## config.mk

```make
export PLATFORM = sky130hd
export DESIGN_NAME = pixel_tdc_cell
export DESIGN_NICKNAME = d
export VERILOG_FILES = /design/src/rtl/pixel_cell_pkg.sv /design/src/rtl/pixel_cfg_chain.sv /design/src/rtl/pixel_event_front.sv /design/src/rtl/pixel_sat_counter.sv /design/src/rtl/pixel_meas_core.sv /design/src/rtl/pixel_readout_sr.sv /design/src/rtl/pixel_tdc_cell.sv
export SDC_FILE = /design/constraint.sdc
export NUM_CORES = 1
export LEC_CHECK = 0
export BUFFER_PORTS_ARGS = -buffer_cell sky130_fd_sc_hd__buf_4
export CORE_MARGIN = 5
export CORE_UTILIZATION = 45
export CTS_BUF_LIST = sky130_fd_sc_hd__clkbuf_4
export CTS_CLUSTER_DIAMETER = 60
export CTS_CLUSTER_SIZE = 8
export DETAILED_ROUTE_END_ITERATION = 8
export GPL_TIMING_DRIVEN = 1
export HOLD_SLACK_MARGIN = 0.02
export MAX_ROUTING_LAYER = met4
export PLACE_DENSITY = 0.7
export SLEW_MARGIN = 10
export SYNTH_ARGS = -nofsm -noshare
export SYNTH_HDL_FRONTEND = slang
export SYNTH_SLANG_ARGS = --single-unit
```

## constraint.sdc

```tcl
create_clock -name clk -period 3 [get_ports clk]
set_clock_uncertainty 0.2 [all_clocks]
set_input_delay 0.6 -clock clk [delete_from_list [all_inputs] [get_ports clk]]
set_output_delay 0.6 -clock clk [all_outputs]
set_load 0.1 [all_outputs]
```

## src/rtl/pixel_cell_pkg.sv

```systemverilog
package pixel_cell_pkg;

   // Control bits of the per-pixel configuration word, MSB first in the chain.
   typedef struct packed {
      logic mask;
      logic tp_en;
   } pix_ctl_t;

   localparam int unsigned CTL_BITS = $bits(pix_ctl_t);

   // Length of a hit frame: one header bit plus two measurement fields.
   function automatic int unsigned frame_bits(input int unsigned cnt_w);
      return 1 + 2 * cnt_w;
   endfunction

endpackage

```

## src/rtl/pixel_cfg_chain.sv

```systemverilog
module pixel_cfg_chain
   import pixel_cell_pkg::*;
#(
   parameter int unsigned TRIM_W = 4
) (
   input  logic              clk,
   input  logic              rst_n,
   input  logic              shift_en,
   input  logic              ser_in,
   output logic              ser_out,
   output pix_ctl_t          ctl,
   output logic [TRIM_W-1:0] trim
);

   localparam int unsigned CFG_W = CTL_BITS + TRIM_W;

   logic [CFG_W-1:0] cfg_q;

   always_ff @(posedge clk or negedge rst_n) begin
      if (!rst_n) begin
         cfg_q <= '0;
      end else if (shift_en) begin
         cfg_q <= {cfg_q[CFG_W-2:0], ser_in};
      end
   end

   assign ser_out = cfg_q[CFG_W-1];
   assign ctl     = cfg_q[CFG_W-1 -: CTL_BITS];
   assign trim    = cfg_q[TRIM_W-1:0];

endmodule

```

## src/rtl/pixel_event_front.sv

```systemverilog
module pixel_event_front
   import pixel_cell_pkg::*;
(
   input  logic     clk,
   input  logic     rst_n,
   input  logic     disc_in,
   input  logic     tp_pulse,
   input  pix_ctl_t ctl,
   output logic     ev_level,
   output logic     ev_rise
);

   logic ev_q;

   // Injected pulse joins the discriminator only when enabled; mask kills both.
   assign ev_level = ~ctl.mask & (disc_in | (ctl.tp_en & tp_pulse));

   always_ff @(posedge clk or negedge rst_n) begin
      if (!rst_n) begin
         ev_q <= 1'b0;
      end else begin
         ev_q <= ev_level;
      end
   end

   assign ev_rise = ev_level & ~ev_q;

endmodule

```

## src/rtl/pixel_sat_counter.sv

```systemverilog
module pixel_sat_counter #(
   parameter int unsigned W        = 4,
   parameter bit          SATURATE = 1'b1
) (
   input  logic         clk,
   input  logic         rst_n,
   input  logic         clr,
   input  logic         load_one,
   input  logic         inc,
   output logic [W-1:0] q
);

   localparam logic [W-1:0] TOP = {W{1'b1}};
   localparam logic [W-1:0] ONE = {{(W-1){1'b0}}, 1'b1};

   logic [W-1:0] nxt_inc;

   generate
      if (SATURATE) begin : g_sat
         assign nxt_inc = (q == TOP) ? TOP : q + ONE;
      end else begin : g_wrap
         assign nxt_inc = q + ONE;
      end
   endgenerate

   always_ff @(posedge clk or negedge rst_n) begin
      if (!rst_n) begin
         q <= '0;
      end else if (clr) begin
         q <= '0;
      end else if (load_one) begin
         q <= ONE;
      end else if (inc) begin
         q <= nxt_inc;
      end
   end

endmodule

```

## src/rtl/pixel_meas_core.sv

```systemverilog
module pixel_meas_core #(
   parameter int unsigned CNT_W = 4
) (
   input  logic             clk,
   input  logic             rst_n,
   input  logic             clr,
   input  logic             shutter,
   input  logic             ev_level,
   input  logic             ev_rise,
   output logic             hit,
   output logic [CNT_W-1:0] toa,
   output logic [CNT_W-1:0] tot
);

   logic hit_q;
   logic tot_run_q;
   logic start;

   assign start = shutter & ev_rise & ~hit_q;

   always_ff @(posedge clk or negedge rst_n) begin
      if (!rst_n) begin
         hit_q     <= 1'b0;
         tot_run_q <= 1'b0;
      end else if (clr) begin
         hit_q     <= 1'b0;
         tot_run_q <= 1'b0;
      end else begin
         if (start) begin
            hit_q <= 1'b1;
         end
         if (start) begin
            tot_run_q <= 1'b1;
         end else if (tot_run_q && !(ev_level && shutter)) begin
            tot_run_q <= 1'b0;
         end
      end
   end

   pixel_sat_counter #(.W(CNT_W), .SATURATE(1'b1)) toa_cnt_i (
      .clk      (clk),
      .rst_n    (rst_n),
      .clr      (clr),
      .load_one (start),
      .inc      (hit_q & shutter),
      .q        (toa)
   );

   pixel_sat_counter #(.W(CNT_W), .SATURATE(1'b1)) tot_cnt_i (
      .clk      (clk),
      .rst_n    (rst_n),
      .clr      (clr),
      .load_one (start),
      .inc      (tot_run_q & ev_level & shutter),
      .q        (tot)
   );

   assign hit = hit_q;

endmodule

```

## src/rtl/pixel_readout_sr.sv

```systemverilog
module pixel_readout_sr
   import pixel_cell_pkg::*;
#(
   parameter int unsigned CNT_W = 4
) (
   input  logic             clk,
   input  logic             rst_n,
   input  logic             load,
   input  logic             shift,
   input  logic             hit,
   input  logic [CNT_W-1:0] toa,
   input  logic [CNT_W-1:0] tot,
   input  logic             ser_in,
   output logic             ser_out
);

   localparam int unsigned FRAME_W = frame_bits(CNT_W);

   logic [FRAME_W-1:0] sr_q;
   logic               long_q;

   always_ff @(posedge clk or negedge rst_n) begin
      if (!rst_n) begin
         sr_q   <= '0;
         long_q <= 1'b0;
      end else if (load) begin
         long_q <= hit;
         sr_q   <= hit ? {1'b1, toa, tot} : '0;
      end else if (shift) begin
         sr_q   <= {sr_q[FRAME_W-2:0], ser_in};
      end
   end

   // Empty pixel: one-stage bypass; hit pixel: full frame length.
   assign ser_out = long_q ? sr_q[FRAME_W-1] : sr_q[0];

endmodule

```

## src/rtl/pixel_tdc_cell.sv

```systemverilog
module pixel_tdc_cell
   import pixel_cell_pkg::*;
#(
   parameter int unsigned CNT_W  = 4,
   parameter int unsigned TRIM_W = 4
) (
   input  logic              clk,
   input  logic              rst_n,
   input  logic              shutter,
   input  logic              disc_in,
   input  logic              tp_pulse,
   input  logic              clear_cmd,
   input  logic              cfg_load,
   input  logic              cfg_in,
   output logic              cfg_out,
   input  logic              rd_load,
   input  logic              rd_shift,
   input  logic              rd_in,
   output logic              rd_out,
   output logic [TRIM_W-1:0] trim_code,
   output logic              pix_masked,
   output logic              tp_enabled
);

   generate
      if (CNT_W < 2 || CNT_W > 16) begin : g_bad_cnt
         $error("pixel_tdc_cell: CNT_W must be within 2..16");
      end
      if (TRIM_W < 1 || TRIM_W > 8) begin : g_bad_trim
         $error("pixel_tdc_cell: TRIM_W must be within 1..8");
      end
   endgenerate

   pix_ctl_t         ctl_w;
   logic             ev_level_w;
   logic             ev_rise_w;
   logic             hit_w;
   logic [CNT_W-1:0] toa_w;
   logic [CNT_W-1:0] tot_w;

   pixel_cfg_chain #(.TRIM_W(TRIM_W)) cfg_i (
      .clk      (clk),
      .rst_n    (rst_n),
      .shift_en (cfg_load),
      .ser_in   (cfg_in),
      .ser_out  (cfg_out),
      .ctl      (ctl_w),
      .trim     (trim_code)
   );

   pixel_event_front evt_i (
      .clk      (clk),
      .rst_n    (rst_n),
      .disc_in  (disc_in),
      .tp_pulse (tp_pulse),
      .ctl      (ctl_w),
      .ev_level (ev_level_w),
      .ev_rise  (ev_rise_w)
   );

   pixel_meas_core #(.CNT_W(CNT_W)) meas_i (
      .clk      (clk),
      .rst_n    (rst_n),
      .clr      (clear_cmd),
      .shutter  (shutter),
      .ev_level (ev_level_w),
      .ev_rise  (ev_rise_w),
      .hit      (hit_w),
      .toa      (toa_w),
      .tot      (tot_w)
   );

   pixel_readout_sr #(.CNT_W(CNT_W)) rd_i (
      .clk     (clk),
      .rst_n   (rst_n),
      .load    (rd_load),
      .shift   (rd_shift),
      .hit     (hit_w),
      .toa     (toa_w),
      .tot     (tot_w),
      .ser_in  (rd_in),
      .ser_out (rd_out)
   );

   assign pix_masked = ctl_w.mask;
   assign tp_enabled = ctl_w.tp_en;

endmodule

```

==> reports/metrics.yaml <==
die_y_um: 62.8
post_cts_buffers: 0
grt_max_degree: 28
synth_edf_count: 0
cts_buffers: 3
synth_most_common_cell: "dfrtp_1"
num_rows: 19
critPathCaptureType: "output port"
setup-tns-final_ps: 0
gr-total-overflow: 0
num_vias: 920
clk_pin_slew_ps: 150
cts_tree: "built"
yosysUniqueCellTypes: 33
finalCritPeriodShare_pct: 68.5
leakage_uw: 0.000648
min_path_cells: 2
grt_pass1_wl_um: 4000
postSynthAreaPerCell_um2: 11.2
port_buffers: 18
worstSetupEndpoint: "rd_out"
cp_max_fo: 2
syn_to_final_growth_pct: 14.9
yosys-top-cells-area: "dfrtp_1 (54%), mux2i_1 (7.2%), mux2_2 (6.3%)"
clock_path_buffers: 2
yosys.area.top_type: "dfrtp_1"
fp.dieW_um: 62.8
viasPerCell: 5.71
slew_violations: 0
r2r-end: "meas_i.tot_cnt_i.q[3]"
worstSetupPathType: "reg -> out"
fmax_mhz: 486
grt_pass1_vias: 874
worst-path-stages: 2
syn_nets: 125
power_density_nw_per_um2: 634
core_um2: 2710
track_usage_pct: 13.0
path_delay_family: "flip-flops"
syn_area_um2: 1250
dr.first_iter.drc_count: 36
clock_sinks: 27
rsz0062_at_grt: "no"
crit_path_top_delay_cell: "dfrtp_1"
n_fill_cell: 254
dpl.hpwl_um: 1720
synth_common_cells: "dfrtp_1 (27), o21ai_0 (10), mux2i_1 (9)"
post_drt_wl_per_cell_um: 14.7
fin_crit_ps: 2060
reg2regPathDepth: 4
synth_top_area_share_pct: 53.9
r2r_start: "cfg_i.cfg_q[4]"
worstMarginPinSlew_ps: 336
clock_latency_ps: 330
layout.nets: 144
required_ps: 2200
slew_headroom_pct: 77.6
post-route-drc-count: 0
setup_viol: 0
start_kind: "flip-flop"
seq_area_frac_synth_pct: 53.9
initial_utilization_pct: 46.3
cap_violations: 0
ir_worst_vdd_uv: 406
globalplace.congestion: 0.748
wirelength_um: 2370
crit_chain: "mux2_2 -> buf_4"
critPathBufInv: 1
holdBufCountCts: 1
ios: 19
crit_path_max_incr_delay_ps: 370
hold_viol: 0
yosysWarningCount: 0
arrival_ps: 1260
num_antenna_cells: 0
rrSetupSlack_ps: 1460
final_antenna_net_count: 0
synth_async_sr_flop_share_pct: 100
synthFlopType: "dfrtp_1"
first_pass_iters: 4
fin_hold_ws_ps: 241
antenna_found_initial: 0
cts_resized: 0
total_power_uw: 914
hold_path.class: "in -> reg"
synth.ff_latch_count: 27
die-area_um2: 3940
startpoint: "rd_i.long_q"
layout-drive-gt1-share_pct: 24.6
cts-root-buf: "clkbuf_4"
outcome: "finished, final reports clean"
netlist_instances: 112
h-tree-depth: 1
[power breakdown]
group / switching (µW) / leakage [µW] / internal, µW
Sequential: 40.5 / 0.000359 / 399
Combinational: 238 / 0.000271 / 77.8
Clock: 107 / 0.0000177 / 50.1
Total: 386 / 0.000648 / 527
[worst min path at each step]
stage,start,end,slack (ps)
CTS,clear_cmd,meas_i.hit,240
detailed placement,cfg_i.cfg_q[2],cfg_i.cfg_q[3],320
finish,clear_cmd,meas_i.hit,240
floorplan,rst_n,cfg_i.cfg_q[0],100
global placement,cfg_i.cfg_q[0],cfg_i.cfg_q[1],310
global route,clear_cmd,meas_i.hit,240
[sequential cells by signal (all words and copies together), names as in the netlist]
name	flops
cfg_i.cfg_q	6
evt_i.ev_q	1
meas_i.hit	1
meas_i.toa_cnt_i.q	4
meas_i.tot_cnt_i.q	4
meas_i.tot_run_q	1
rd_i.long_q	1
rd_i.sr_q	9
[cell usage in the layout (no fill, tap or decap)]
master	count
dfrtp_1	27
buf_4	18
o21ai_0	10
mux2i_1	9
mux2_2	7
nand2_1	7
nand3_1	5
a21oi_1	5
nor2_1	4
a31oi_1	4
inv_1	4
a211oi_1	3
clkbuf_4	3
nand4_1	2
and4b_1	2
nor3_1	2
ha_1	2
a21oi_2	1
nor3b_1	1
a21o_1	1
nand2b_1	1
nor2b_1	1
nor4_1	1
a221oi_1	1
nand2_2	1
nor3_4	1
a41oi_1	1
a311oi_1	1
and2_1	1
or2_1	1
xnor2_1	1
clkinv_2	1
dlygate4sd3_1	1
[metrics by stage]
step                cells  util, %  setup slack, ps  cell area, µm²
CTS                   161     53.1              930            1440
floorplan             112        -              771            1250
global route          161     53.1              877            1440
global placement      156     51.8             1260            1400
detailed placement    156     51.8             1240            1400
finish                161     53.1              944            1440
[layout make-up]
type / count / area, µm² / share of cell area, %
tap: 31 / 38.8 / 2.69
sequential: 27 / 676 / 46.9
multi-input combinational: 76 / 538 / 37.4
inverter: 4 / 15.0 / 1.04
clock buffer: 3 / 22.5 / 1.56
timing repair buffer: 19 / 145 / 10.1
clock inverter: 1 / 5.00 / 0.348
[logic make-up after synthesis]
family,synth area share [%]
xor+xnor,0.699
mux,13.5
simple gates,13.6
compound gates,13.2
buf+inv,3.19
fa+ha+maj,2.00
flops,53.9
[routing by layer]
| layer | track usage (%) | up-vias | routed length (µm) |
|---|---|---|---|
| li1 | - | 447 | - |
| met5 | - | - | 0 |
| met2 | 20.1 | 26 | 1180 |
| met1 | 16.3 | 445 | 1040 |
| met3 | 2.88 | 2 | 131 |
| met4 | 5.57 | 0 | 18 |
Power figures use the tool's default switching activity.
